[src/rtl/ddr3_seq_pkg.sv]
package ddr3_seq_pkg;

   // bus command encodings, ordered {cs_n, ras_n, cas_n, we_n}
   localparam logic [3:0] BUS_NOP  = 4'b0111;
   localparam logic [3:0] BUS_MRS  = 4'b0000;
   localparam logic [3:0] BUS_PREA = 4'b0010;
   localparam logic [3:0] BUS_ZQCL = 4'b0110;

   // next command a running pass will issue; ST_END means only the final wait remains
   typedef enum logic [2:0] {
      ST_PRE,
      ST_MR2,
      ST_MR3,
      ST_MR1,
      ST_MR0,
      ST_ZQ,
      ST_END
   } step_e;

   typedef struct packed {
      logic [1:0] dyn_odt;
      logic       srt;
      logic       asr;
      logic [1:0] cwl;
      logic [2:0] pasr;
      logic [2:0] term;
      logic [1:0] drive;
      logic       dll_off;
      logic [2:0] twr;
      logic [3:0] cas_lat;
   } mr_fields_t;

   function automatic int imax(input int a, input int b);
      return (a > b) ? a : b;
   endfunction

endpackage

[src/rtl/ddr3_mr_pack.sv]
module ddr3_mr_pack
   import ddr3_seq_pkg::*;
#(
   parameter int ADDR_W = 16
) (
   input  mr_fields_t          fld,
   output logic [ADDR_W-1:0]   mr0_word,
   output logic [ADDR_W-1:0]   mr1_word,
   output logic [ADDR_W-1:0]   mr2_word,
   output logic [ADDR_W-1:0]   mr3_word
);

   localparam int WORD_W = 16;

   logic [WORD_W-1:0] w0, w1, w2, w3;

   always_comb begin
      w2 = '0;
      w2[10:9] = fld.dyn_odt;
      w2[7]    = fld.srt;
      w2[6]    = fld.asr;
      w2[4:3]  = fld.cwl;
      w2[2:0]  = fld.pasr;
   end

   always_comb begin
      w1 = '0;
      w1[9] = fld.term[2];
      w1[6] = fld.term[1];
      w1[2] = fld.term[0];
      w1[5] = fld.drive[1];
      w1[1] = fld.drive[0];
      w1[0] = fld.dll_off;
   end

   always_comb begin
      w0 = '0;
      w0[11:9] = fld.twr;
      w0[8]    = 1'b1;
      w0[6:4]  = fld.cas_lat[3:1];
      w0[2]    = fld.cas_lat[0];
   end

   assign w3 = '0;

   generate
      if (ADDR_W < WORD_W) begin : g_bad_width
         $error("ddr3_mr_pack: ADDR_W must be at least 16");
      end else if (ADDR_W == WORD_W) begin : g_exact
         assign mr0_word = w0;
         assign mr1_word = w1;
         assign mr2_word = w2;
         assign mr3_word = w3;
      end else begin : g_padded
         assign mr0_word = {{(ADDR_W-WORD_W){1'b0}}, w0};
         assign mr1_word = {{(ADDR_W-WORD_W){1'b0}}, w1};
         assign mr2_word = {{(ADDR_W-WORD_W){1'b0}}, w2};
         assign mr3_word = {{(ADDR_W-WORD_W){1'b0}}, w3};
      end
   endgenerate

endmodule

[src/rtl/ddr3_gap_timer.sv]
module ddr3_gap_timer #(
   parameter int CNT_W = 21
) (
   input  logic             clk,
   input  logic             rst_n,
   input  logic             load,
   input  logic [CNT_W-1:0] load_val,
   output logic             expire
);

   logic [CNT_W-1:0] cnt_q;

   // loading N makes expire true at the N-th following edge
   always_ff @(posedge clk) begin
      if (!rst_n) begin
         cnt_q <= '0;
      end else if (load) begin
         cnt_q <= load_val;
      end else if (cnt_q != '0) begin
         cnt_q <= cnt_q - CNT_W'(1);
      end
   end

   assign expire = (cnt_q == CNT_W'(1));

endmodule

[src/rtl/ddr3_init_ctrl.sv]
module ddr3_init_ctrl
   import ddr3_seq_pkg::*;
#(
   parameter int RATE_W        = 16,
   parameter int CNT_W         = 21,
   parameter int REF_INTERVALS = 16,
   parameter int PWRUP_EXTRA   = 8,
   parameter int T_RP          = 6,
   parameter int T_MRD         = 4,
   parameter int T_MOD         = 12,
   parameter int T_ZQINIT      = 512
) (
   input  logic              clk,
   input  logic              rst_n,
   input  logic              trig,
   input  logic [RATE_W-1:0] refresh_rate,
   input  logic              expire,
   output logic              load,
   output logic [CNT_W-1:0]  load_val,
   output logic              issue,
   output step_e             step,
   output logic              busy
);

   step_e            step_q;
   logic             busy_q;
   logic             pend_q;
   logic             inited_q;
   logic             start;
   logic             finish;
   logic             relaunch;
   logic [CNT_W-1:0] pwrup_cyc;
   logic [CNT_W-1:0] gap_cyc;

   function automatic step_e step_after(input step_e s);
      case (s)
         ST_PRE:  return ST_MR2;
         ST_MR2:  return ST_MR3;
         ST_MR3:  return ST_MR1;
         ST_MR1:  return ST_MR0;
         ST_MR0:  return ST_ZQ;
         default: return ST_END;
      endcase
   endfunction

   assign start    = trig & ~busy_q;
   assign issue    = busy_q & expire & (step_q != ST_END);
   assign finish   = busy_q & expire & (step_q == ST_END);
   assign relaunch = finish & (pend_q | trig);

   assign pwrup_cyc = CNT_W'(refresh_rate) * CNT_W'(REF_INTERVALS) + CNT_W'(PWRUP_EXTRA);

   always_comb begin
      case (step_q)
         ST_PRE:  gap_cyc = CNT_W'(T_RP);
         ST_MR0:  gap_cyc = CNT_W'(T_MOD);
         ST_ZQ:   gap_cyc = CNT_W'(T_ZQINIT);
         default: gap_cyc = CNT_W'(T_MRD);
      endcase
   end

   always_comb begin
      load     = start | issue | relaunch;
      load_val = gap_cyc;
      if (start && !inited_q) begin
         load_val = pwrup_cyc;
      end else if (start || relaunch) begin
         load_val = CNT_W'(1);
      end
   end

   always_ff @(posedge clk) begin
      if (!rst_n) begin
         busy_q   <= 1'b0;
         step_q   <= ST_MR2;
         inited_q <= 1'b0;
      end else if (start) begin
         busy_q <= 1'b1;
         step_q <= inited_q ? ST_PRE : ST_MR2;
      end else if (issue) begin
         step_q <= step_after(step_q);
      end else if (finish) begin
         inited_q <= 1'b1;
         if (relaunch) begin
            step_q <= ST_PRE;
         end else begin
            busy_q <= 1'b0;
         end
      end
   end

   always_ff @(posedge clk) begin
      if (!rst_n) begin
         pend_q <= 1'b0;
      end else if (finish) begin
         pend_q <= 1'b0;
      end else if (trig && busy_q) begin
         pend_q <= 1'b1;
      end
   end

   assign step = step_q;
   assign busy = busy_q;

   // a pass only begins on a sampled strobe
   assert_busy_from_trig_R2: assert property (@(posedge clk) disable iff (!rst_n)
      $rose(busy_q) |-> $past(trig));

   // a remembered strobe never lets busy fall
   assert_pending_holds_busy_R10: assert property (@(posedge clk) disable iff (!rst_n)
      $fell(busy_q) |-> !$past(pend_q));

endmodule

[src/rtl/ddr3_mrs_seq.sv]
module ddr3_mrs_seq
   import ddr3_seq_pkg::*;
#(
   parameter int ADDR_W        = 16,
   parameter int BA_W          = 3,
   parameter int RATE_W        = 16,
   parameter int REF_INTERVALS = 16,
   parameter int PWRUP_EXTRA   = 8,
   parameter int T_RP          = 6,
   parameter int T_MRD         = 4,
   parameter int T_MOD         = 12,
   parameter int T_ZQINIT      = 512
) (
   input  logic              clk,
   input  logic              rst_n,
   input  logic              init_trig,
   input  logic [RATE_W-1:0] refresh_rate,
   input  logic [1:0]        cfg_dyn_odt,
   input  logic              cfg_srt,
   input  logic              cfg_asr,
   input  logic [1:0]        cfg_cwl,
   input  logic [2:0]        cfg_pasr,
   input  logic [2:0]        cfg_term,
   input  logic [1:0]        cfg_drive,
   input  logic              cfg_dll_off,
   input  logic [2:0]        cfg_twr,
   input  logic [3:0]        cfg_cas_lat,
   input  logic              req_valid,
   output logic              req_grant,
   output logic              seq_busy,
   output logic              mem_cs_n,
   output logic              mem_ras_n,
   output logic              mem_cas_n,
   output logic              mem_we_n,
   output logic [BA_W-1:0]   mem_ba,
   output logic [ADDR_W-1:0] mem_addr
);

   localparam int PWR_W = RATE_W + $clog2(REF_INTERVALS + 1) + 1;
   localparam int GAP_W = $clog2(imax(imax(T_RP, T_MRD), imax(T_MOD, T_ZQINIT)) + 1);
   localparam int CNT_W = imax(PWR_W, GAP_W);
   localparam int A10   = 10;

   generate
      if (BA_W < 2) begin : g_bad_ba
         $error("ddr3_mrs_seq: BA_W must be at least 2");
      end
      if (T_RP < 2 || T_MRD < 2 || T_MOD < 2 || T_ZQINIT < 2) begin : g_bad_gap
         $error("ddr3_mrs_seq: every command gap must be at least 2 cycles");
      end
      if (PWRUP_EXTRA < 1 || REF_INTERVALS < 1) begin : g_bad_pwrup
         $error("ddr3_mrs_seq: power-up wait terms must be positive");
      end
   endgenerate

   mr_fields_t        fld;
   logic [ADDR_W-1:0] mr0_w, mr1_w, mr2_w, mr3_w;
   logic              tmr_load;
   logic [CNT_W-1:0]  tmr_val;
   logic              tmr_expire;
   logic              issue;
   step_e             step;
   logic              busy;

   logic [3:0]        bus_q,  bus_d;
   logic [BA_W-1:0]   ba_q,   ba_d;
   logic [ADDR_W-1:0] addr_q, addr_d;

   assign fld = '{dyn_odt: cfg_dyn_odt, srt: cfg_srt, asr: cfg_asr, cwl: cfg_cwl,
                  pasr: cfg_pasr, term: cfg_term, drive: cfg_drive,
                  dll_off: cfg_dll_off, twr: cfg_twr, cas_lat: cfg_cas_lat};

   ddr3_mr_pack #(.ADDR_W(ADDR_W)) u_pack (
      .fld      (fld),
      .mr0_word (mr0_w),
      .mr1_word (mr1_w),
      .mr2_word (mr2_w),
      .mr3_word (mr3_w)
   );

   ddr3_gap_timer #(.CNT_W(CNT_W)) u_timer (
      .clk      (clk),
      .rst_n    (rst_n),
      .load     (tmr_load),
      .load_val (tmr_val),
      .expire   (tmr_expire)
   );

   ddr3_init_ctrl #(
      .RATE_W        (RATE_W),
      .CNT_W         (CNT_W),
      .REF_INTERVALS (REF_INTERVALS),
      .PWRUP_EXTRA   (PWRUP_EXTRA),
      .T_RP          (T_RP),
      .T_MRD         (T_MRD),
      .T_MOD         (T_MOD),
      .T_ZQINIT      (T_ZQINIT)
   ) u_ctrl (
      .clk          (clk),
      .rst_n        (rst_n),
      .trig         (init_trig),
      .refresh_rate (refresh_rate),
      .expire       (tmr_expire),
      .load         (tmr_load),
      .load_val     (tmr_val),
      .issue        (issue),
      .step         (step),
      .busy         (busy)
   );

   always_comb begin
      bus_d  = BUS_NOP;
      ba_d   = '0;
      addr_d = '0;
      if (issue) begin
         case (step)
            ST_PRE: begin
               bus_d       = BUS_PREA;
               addr_d[A10] = 1'b1;
            end
            ST_MR2: begin
               bus_d  = BUS_MRS;
               ba_d   = BA_W'(2);
               addr_d = mr2_w;
            end
            ST_MR3: begin
               bus_d  = BUS_MRS;
               ba_d   = BA_W'(3);
               addr_d = mr3_w;
            end
            ST_MR1: begin
               bus_d  = BUS_MRS;
               ba_d   = BA_W'(1);
               addr_d = mr1_w;
            end
            ST_MR0: begin
               bus_d  = BUS_MRS;
               ba_d   = BA_W'(0);
               addr_d = mr0_w;
            end
            ST_ZQ: begin
               bus_d       = BUS_ZQCL;
               addr_d[A10] = 1'b1;
            end
            default: begin
               bus_d = BUS_NOP;
            end
         endcase
      end
   end

   always_ff @(posedge clk) begin
      if (!rst_n) begin
         bus_q  <= BUS_NOP;
         ba_q   <= '0;
         addr_q <= '0;
      end else begin
         bus_q  <= bus_d;
         ba_q   <= ba_d;
         addr_q <= addr_d;
      end
   end

   assign {mem_cs_n, mem_ras_n, mem_cas_n, mem_we_n} = bus_q;
   assign mem_ba    = ba_q;
   assign mem_addr  = addr_q;
   assign seq_busy  = busy;
   assign req_grant = req_valid & ~busy;

   assert_idle_nop_R11: assert property (@(posedge clk) disable iff (!rst_n)
      !seq_busy |-> (bus_q == BUS_NOP));

   assert_cmd_single_cycle_R11: assert property (@(posedge clk) disable iff (!rst_n)
      (bus_q != BUS_NOP) |=> (bus_q == BUS_NOP));

   assert_no_grant_busy_R8: assert property (@(posedge clk) disable iff (!rst_n)
      (bus_q != BUS_NOP) |-> !req_grant);

   assert_mrs_bank_range_R3: assert property (@(posedge clk) disable iff (!rst_n)
      (bus_q == BUS_MRS) |-> ((ba_q < BA_W'(4)) && (addr_q[ADDR_W-1:13] == '0)));

endmodule

[config.mk]
export PLATFORM = sky130hd
export DESIGN_NAME = ddr3_mrs_seq
export DESIGN_NICKNAME = d
export VERILOG_FILES = /design/src/rtl/ddr3_seq_pkg.sv /design/src/rtl/ddr3_mr_pack.sv /design/src/rtl/ddr3_gap_timer.sv /design/src/rtl/ddr3_init_ctrl.sv /design/src/rtl/ddr3_mrs_seq.sv
export SDC_FILE = /design/constraint.sdc
export NUM_CORES = 1
export LEC_CHECK = 0
export CORE_MARGIN = 5
export CORE_UTILIZATION = 29
export DETAILED_ROUTE_END_ITERATION = 12
export DONT_BUFFER_PORTS = 1
export GPL_ROUTABILITY_DRIVEN = 1
export PLACE_DENSITY = 0.46
export RECOVER_POWER = 50
export SLEW_MARGIN = 30
export SYNTH_ARGS = -nofsm -noshare
export SYNTH_HDL_FRONTEND = slang
export SYNTH_SLANG_ARGS = --single-unit
[constraint.sdc]
create_clock -name clk -period 4.84 [get_ports clk]
set_input_delay 0.242 -clock clk [delete_from_list [all_inputs] [get_ports clk]]
set_output_delay 0.242 -clock clk [all_outputs]
set_load 0.01 [all_outputs]
==> results.yml, run 1 <==
outcome:
  status: "finished clean"
power_and_ir_drop:
  combPwrFrac_pct: 37.2
  pwr_density_cell_mw_per_mm2: 440
  netSwitchingFraction_pct: 39.1
  pwr-share-clk_pct: 20.5
  power.leakage_nw: 0.877
  ir_drop_mv: 0.105
  cellInternalPower_mw: 0.694
  total_power_mw: 1.14
  p_sw_mw: 0.446
  seqPwrFrac_pct: 42.2
floorplan:
  dieArea_sq_mm: 0.0104
  chipHeight_um: 102
  io_pins: 67
  core-area_sq_mm: 0.00822
  start_util_pct: 29.8
  num_rows: 33
  die_w_um: 102
timing:
  slew_viol_final: 0
  holdWs_ns: 0.0218
  final.period_utilization_pct: 62.5
  skew_ns: 0.0131
  worst_pin_slew_ns: 1.25
  fin_crit_ns: 3.02
  setup_viol: 0
  hold_violations: 0
  max_freq_ghz: 0.331
  setup_ws_ns: 1.82
  setup_tns_ns: 0
  slew_headroom_pct: 15.6
  rsz0062_at_grt: "no"
global_route:
  globalRoute.totalOverflow: 0
  grt_antenna_before_repair: 0
  first_global_vias: 2139
  grt_max_degree: 23
  gr-usage-all-layers_pct: 13.4
  grt_pass1_wl_mm: 11.1
cells_and_area:
  diodes: 0
  drive_above_1_share_pct: 8.25
  area_delta_synth_final_pct: 5.82
  instances_no_fill: 396
  fill_cells: 884
  finalNetCount: 335
synth:
  synthAdderAreaFrac_pct: 1.53
  ys.flop_type: "dfxtp_1"
  yosysWarnings: 0
  ys_ff_latch: 45
  synth_top_family_by_area: "simple AND/OR/NAND/NOR gates"
  synthCells: 297
  yosysSeqAreaShare_pct: 36.8
  synthArstFlopShare_pct: 0
  synth_area_sq_mm: 0.00245
  synth_edf_count: 0
  synth_compound_area_share_pct: 22.7
  synthXorXnorAreaFrac_pct: 4.29
  synth_cell_types: 59
  avgSynthCellArea_sq_um: 8.25
  yosys.area_share.simple_pct: 26.6
  synth_mux_area_share_pct: 2.91
routing:
  drt_wl_total_mm: 6.83
  routedWlPerCell_um: 17.3
  viasPerCell: 5.48
  postRouteAntennaNets: 0
  drc: 0
  drt_pre_antenna_iters: 4
  drt_iter0_drc: 108
  via_count: 2171
critical_path:
  critical_path_required_ns: 5.02
  slowest_stage: "dfxtp_1"
  critPathMaxStageDelay_ns: 0.89
  path_class: "reg -> reg"
  crit_chain: "nand3b_1, o31ai_2, nand4_1, nand2_1, a21oi_1"
  cp-start-kind: "register"
  arrival_ns: 3.21
  crit_family: "simple AND/OR/NAND/NOR gates"
  path_max_fanout: 22
  crit_buf_inv: 0
  end_kind: "register"
clock_tree:
  clkLatencyLatePin_ns: 0.30
  cts.sinks: 45
  cts_hold_buf: 0
  clkTransAtPathRegs_ns: 0.09
  cts-root-buf: "clkbuf_8"
  ctsResizeCount: 0
  post_cts_buffers: 0
  htree_levels: 2
  cts-buffers-inserted: 5
  cts.path.max_buffers: 2
  tritoncts: "yes"
placement:
  port_buffers: 0
  dp.cells: 388
  dp_hpwl_mm: 5.13
  place_ws_ns: 1.81
  gp_congestion: 0.781
worst_hold_path:
  min_path_type: "in -> reg"
flow_run:
  cap_violations: 0
-- cell families after synthesis --
kind of cell    count (synthesis)
simple gates                  118
fa+ha+maj                       3
compound gates                 84
flops                          45
buf+inv                        27
other cells                     1
mux                             7
xor+xnor                       12
-- cell usage after synthesis, types with 3 or more instances --
library cell,count,share of area [%]
nor2b_1,3,0.77
mux2i_1,6,2.5
a221oi_1,4,1.4
a211oi_1,4,1.2
buf_4,6,1.8
nor2_1,19,2.9
xnor2_1,9,3.2
nand2b_1,5,1.3
o31ai_1,6,1.8
clkbuf_1,13,2.0
o21ai_0,17,3.5
nor4_2,3,1.5
nor4_1,6,1.5
ha_1,3,1.5
nand3b_1,3,0.92
nand2_1,30,4.6
nor3_1,14,2.9
nand4_1,4,1.0
inv_1,5,0.77
or4_1,6,1.8
a21oi_1,24,4.9
o22ai_1,6,1.5
xor2_1,3,1.1
o21a_1,3,0.92
nand3_1,4,0.82
dfxtp_1,45,37
or3_1,4,1.0
and3_1,4,1.0
-- power groups by stage --
stage	Sequential (mW)	Combinational, mW	Clock [mW]
after global routing	0.491	0.476	0.256
after CTS	0.483	0.428	0.242
final	0.482	0.425	0.234
after floorplan	0.471	0.350	0
after detailed placement	0.492	0.425	0
after global placement	0.493	0.429	0
-- through the flow --
stage	cell area [sq um]	utilization (%)
global placement	2510	30.6
finish	2590	31.6
global route	2590	31.6
CTS	2590	31.6
detailed placement	2510	30.6
floorplan	2470	-
-- metal layers --
metal | GRT usage, % | routed length [um] | vias up
li1 | - | - | 1084
met4 | 4.14 | 68 | 0
met3 | 3.55 | 295 | 7
met2 | 21.9 | 3290 | 39
met1 | 17.3 | 3180 | 1041
met5 | 0 | 0 | -
-- final timing paths --
kind | startpoint | end | slack, ns | cells after the start
max | u_ctrl.step[1]$_SDFFE_PN0P_ | u_timer.cnt_q[15]$_SDFFE_PN0P_ | 1.82 | 5
min | rst_n | bus_q[1]$_SDFF_PN1_ | 0.02 | 1
max reg2reg | u_ctrl.step[1]$_SDFFE_PN0P_ | u_timer.cnt_q[15]$_SDFFE_PN0P_ | 1.82 | 5
min reg2reg | u_timer.cnt_q[21]$_SDFFE_PN0P_ | u_timer.cnt_q[21]$_SDFFE_PN0P_ | 0.51 | 2
-- placed cells by master (no fill, tap or decap), drive strengths merged, types with 3 or more instances in the layout --
master	netlist	final
inv	5	5
nand2	31	31
conb	1	6
ha	3	3
and3	4	4
xnor2	9	9
nand2b	5	5
o21ai	18	18
nand3	4	4
or3	6	6
a21oi	24	24
o21a	3	3
a221oi	5	5
clkbuf	13	6
xor2	3	3
or4	8	8
dfxtp	45	45
nor2b	3	3
or2	3	3
nand3b	3	3
nor2	19	19
nand4	4	4
nor4	9	9
o22ai	6	6
o31ai	7	7
clkinv	1	3
mux2i	6	6
nor3	15	15
a211oi	4	4
-- area by class of cell --
type                    instances  area, sq um  area share (%)
multi-input cells             230         1440            55.6
flip-flops and latches         45          901            34.7
clock buffers                   6         72.6            2.80
well taps                     105          131            5.07
inverters                       6         22.5           0.869
clock inverters                 2         10.0           0.386
repair buffers                  2         15.0           0.579
-- flip-flops by register name, indices dropped and copies added (netlist names) --
| signal | cells |
|---|---|
| u_ctrl.inited_q | 1 |
| mem_addr | 12 |
| mem_ba | 2 |
| u_timer.cnt_q | 22 |
| u_ctrl.step | 3 |
| bus_q | 3 |
| u_ctrl.pend_q | 1 |
| u_ctrl.busy | 1 |
(Power assumes the default switching activity.)
==> run 2, diff against run 1 <==
Clock period 4.84 ns to 2.9 ns, I/O delays scaled along.
==> results.yml, run 2 (same netlist as run 1, synthesis figures left out) <==
clock_tree:
  post_cts_buffers: 0
  cts-root-buf: "clkbuf_8"
  htree_levels: 2
  clkLatencyLatePin_ns: 0.31
  clkTransAtPathRegs_ns: 0.09
  tritoncts: "yes"
  cts.sinks: 45
  cts-buffers-inserted: 5
  cts.path.max_buffers: 2
routing:
  drt_pre_antenna_iters: 4
  drt_wl_total_mm: 7.20
  routedWlPerCell_um: 16.9
  drc: 0
  postRouteAntennaNets: 0
  via_count: 2322
  drt_iter0_drc: 173
  viasPerCell: 5.45
timing:
  setup_viol: 0
  setup_tns_ns: 0
  skew_ns: 0.00353
  final.period_utilization_pct: 84.5
  rsz0062_at_grt: "no"
  slew_headroom_pct: 37.1
  setup_ws_ns: 0.450
  hold_violations: 0
  fin_crit_ns: 2.45
  max_freq_ghz: 0.408
  worst_pin_slew_ns: 0.938
  slew_viol_final: 0
placement:
  dp.cells: 396
  dp_hpwl_mm: 5.09
  port_buffers: 0
  gp_congestion: 0.772
  place_ws_ns: 0.477
power_and_ir_drop:
  power.leakage_nw: 1.02
  ir_drop_mv: 0.229
  total_power_mw: 2.07
  pwr_density_cell_mw_per_mm2: 714
critical_path:
  path_class: "reg -> reg"
  arrival_ns: 2.70
  crit_chain: "nor4_1, nand4_1, or4_1, nor2_1, and3_1"
  end_kind: "register"
  critical_path_required_ns: 3.15
  path_max_fanout: 10
  critPathMaxStageDelay_ns: 0.81
  slowest_stage: "or4_1"
  cp-start-kind: "register"
floorplan:
  start_util_pct: 29.8
  die_w_um: 102
  num_rows: 33
  core-area_sq_mm: 0.00822
  io_pins: 67
  chipHeight_um: 102
  dieArea_sq_mm: 0.0104
global_route:
  grt_max_degree: 22
  gr-usage-all-layers_pct: 13.7
  first_global_vias: 2218
  grt_pass1_wl_mm: 11.3
  globalRoute.totalOverflow: 0
  grt_antenna_before_repair: 0
cells_and_area:
  top_register: "u_timer.cnt_q"
  layout_commonest_cell: "dfxtp_1"
  area_delta_synth_final_pct: 18.7
  instances_no_fill: 426
  diodes: 0
  largest_register_ffs: 22
  layout_common_cells: "dfxtp_1, nand2_1, a21oi_1"
  finalNetCount: 365
  drive_above_1_share_pct: 10.3
  final_util_pct: 35.4
outcome:
  status: "finished clean"
worst_hold_path:
  min_path_type: "in -> reg"
flow_run:
  cap_violations: 0
## run 2: cell types whose count changed in the layout (fill, tap and decap cells not counted)
cell	before	now
and2_0	2	1
bufinv_16	0	1
nor4_2	2	3
clkinv_4	0	1
clkinv_2	2	0
nor4_1	7	6
and2_1	0	1
dlygate4sd3_1	0	22
clkinvlp_4	0	1
buf_4	2	9
## run 2: cell type report
| class | instances | area (sq um) |
|---|---|---|
| Multi-Input combinational cell | 230 | 1450 |
| Clock buffer | 5 | 68.8 |
| Timing Repair Buffer | 32 | 292 |
| Fill cell | 882 | 5310 |
| Sequential cell | 45 | 901 |
| Inverter | 6 | 22.5 |
| Tap cell | 105 | 131 |
| Clock inverter | 3 | 46.3 |
## run 2: routing by layer
layer  vias to the layer above  wire (um)  track usage (%)
li1                       1131          -                -
met1                      1129       3210             17.8
met2                        52       3510             22.5
met3                        10        360             2.94
met4                         0        112             4.34
met5                         -          0                0
## run 2: metrics by stage
step / cell area [sq um] / hold WS (ns)
floorplan: 2470 / 0.267
global placement: 2570 / 0.227
detailed placement: 2570 / 0.224
CTS: 2910 / 0.00155
global route: 2910 / 0.0173
finish: 2910 / 0.0105
## run 2: power by group
group          switching [mW]  internal [mW]  total (mW)
Sequential              0.103          0.697       0.800
Combinational           0.438          0.337       0.775
Clock                   0.242          0.258       0.500
Total                   0.782           1.29        2.07
## run 2: timing repair
action	4_1_cts	5_1_grt
endpoints found under the hold margin	29	0
hold buffers	22	0
resized for setup	0	0
## run 2: worst paths after layout
check        cells past startpoint  slack (ns)                        endpoint                      startpoint
max                              5        0.45          mem_addr[3]$_SDFF_PN0_  u_timer.cnt_q[16]$_SDFFE_PN0P_
min                              2        0.01          mem_addr[5]$_SDFF_PN0_                    cfg_drive[1]
max reg2reg                      5        0.45          mem_addr[3]$_SDFF_PN0_  u_timer.cnt_q[16]$_SDFFE_PN0P_
min reg2reg                      2        0.51  u_timer.cnt_q[21]$_SDFFE_PN0P_  u_timer.cnt_q[21]$_SDFFE_PN0P_
## run 2: critical path: cells and delay by family, from the launching register on
family	cells	cell delay, ns
flops	1	0.36
simple gates	5	2.03
==> run 3, diff against run 2 <==
Settings changed: PLACE_DENSITY 0.46 to 0.47.
Clock period 2.9 ns to 2.2 ns, I/O delays scaled along.
==> results.yml, run 3 (same netlist as run 1, synthesis figures left out) <==
global_route:
  grt_util_met1_pct: 18.9
  globalRoute.totalOverflow: 0
  grt-busiest-layer: "met2"
  grt_pass1_wl_mm: 11.6
  use_met2_pct: 22.8
  grt_max_degree: 22
  gr-usage-all-layers_pct: 14.0
  use_met3_pct: 2.73
  grt_antenna_before_repair: 0
  first_global_vias: 2346
timing:
  worst_pin_slew_ns: 0.675
  hold_violations: 0
  setup_viol: 0
  fin_crit_ns: 2.12
  skew_ns: 0.00421
  max_freq_ghz: 0.471
  final.period_utilization_pct: 96.5
  slew_viol_final: 0
  setup_ws_ns: 0.0774
  setup_tns_ns: 0
  slew_headroom_pct: 55.0
cells_and_area:
  layout_common_cells: "dfxtp_1, nand2_1, dlygate4sd3_1"
  fill_cells: 862
  finalNetCount: 387
  layout_commonest_cell: "dfxtp_1"
  drive_above_1_share_pct: 15.5
  top_register: "u_timer.cnt_q"
  diodes: 0
  area_delta_synth_final_pct: 27.3
  largest_register_ffs: 22
placement:
  place_ws_ns: 0.0653
  gp_congestion: 0.816
  dp_hpwl_mm: 5.25
  port_buffers: 0
routing:
  via_count: 2335
  postRouteAntennaNets: 0
  routedWlPerCell_um: 16.1
  drt_iter0_drc: 90
  drc: 0
  drt_pre_antenna_iters: 4
  viasPerCell: 5.21
  drt_wl_total_mm: 7.22
clock_tree:
  cts-buffers-inserted: 5
  clkTransAtPathRegs_ns: 0.09
  tritoncts: "yes"
  clkLatencyLatePin_ns: 0.30
  cts.path.max_buffers: 2
  cts.sinks: 45
  post_cts_buffers: 0
  cts-root-buf: "clkbuf_8"
  htree_levels: 2
flow_run:
  cap_violations: 0
floorplan:
  chipHeight_um: 102
  start_util_pct: 29.8
  core-area_sq_mm: 0.00822
  io_pins: 67
  die_w_um: 102
  num_rows: 33
  dieArea_sq_mm: 0.0104
critical_path:
  path_max_fanout: 5
  arrival_ns: 2.34
  reg2reg_from: "u_timer.cnt_q[2]$_SDFFE_PN0P_"
  crit_path_frequent_cell: "or4_4"
  crit_chain: "or4_4, or4_4, nor4_2, xnor2_1, a221oi_2"
  path_class: "reg -> reg"
  critical_path_required_ns: 2.42
  startpoint: "u_timer.cnt_q[2]$_SDFFE_PN0P_"
  critPathMaxStageDelay_ns: 0.55
  reg2reg_slack_ns: 0.08
  slowest_stage: "or4_4"
  cp-start-kind: "register"
  end_kind: "register"
outcome:
  status: "finished clean"
power_and_ir_drop:
  power.leakage_nw: 1.13
  pwr_density_cell_mw_per_mm2: 955
  ir_drop_mv: 0.343
worst_hold_path:
  min_path_type: "in -> reg"
  min-delay-start: "cfg_dll_off"
run 3: path summary, 6_finish.rpt:
kind,end,cells past startpoint
max,u_timer.cnt_q[10]$_SDFFE_PN0P_,5
min,mem_addr[0]$_SDFF_PN0_,2
max reg2reg,u_timer.cnt_q[10]$_SDFFE_PN0P_,5
min reg2reg,u_timer.cnt_q[21]$_SDFFE_PN0P_,2
run 3: power by group:
group	internal [mW]	leakage [nW]	switching, mW
Combinational	0.559	0.690	0.622
Clock	0.451	0.0681	0.298
Sequential	0.920	0.368	0.127
Total	1.93	1.13	1.05
run 3: critical path, delay by kind of cell, from the launching register on:
kind	cells	cell delay (ns)
xor+xnor	1	0.13
simple gates	3	1.31
flops	1	0.36
compound gates	1	0.26
run 3: per-stage QoR:
| step | cells | utilization, % | area [sq um] | hold WS (ns) | power, mW |
|---|---|---|---|---|---|
| 2_1_floorplan | 302 | - | 2470 | 0.232 | 1.81 |
| 3_3_place_gp | 413 | 32.9 | 2700 | 0.192 | 2.19 |
| 3_5_place_dp | 413 | 32.9 | 2700 | 0.195 | 2.18 |
| 4_1_cts | 448 | 37.8 | 3100 | 0.000957 | 2.98 |
| 5_1_grt | 448 | 37.9 | 3120 | 0.00315 | 3.17 |
| 6_report | 448 | 37.9 | 3120 | 0.0110 | 2.98 |
run 3: layout make-up:
class,count,area (sq um),share of cell area [%]
flip-flops and latches,45,902,28.9
well taps,105,131,4.21
inverters,6,22.5,0.722
multi-input cells,230,1470,47.0
clock buffers,5,68.8,2.21
repair buffers,54,462,14.8
clock inverters,3,65.1,2.09
run 3: timing repair:
action                                  CTS  global route
endpoints found under the hold margin    33             0
gates resized for setup                   0             6
endpoints found under the setup margin    0             7
hold buffers                             27             0
run 3: routing by layer:
metal,vias to the layer above,share of wire (%)
li1,1177,-
met2,48,48
met3,7,4.5
met5,-,0
met4,0,1.1
met1,1103,46
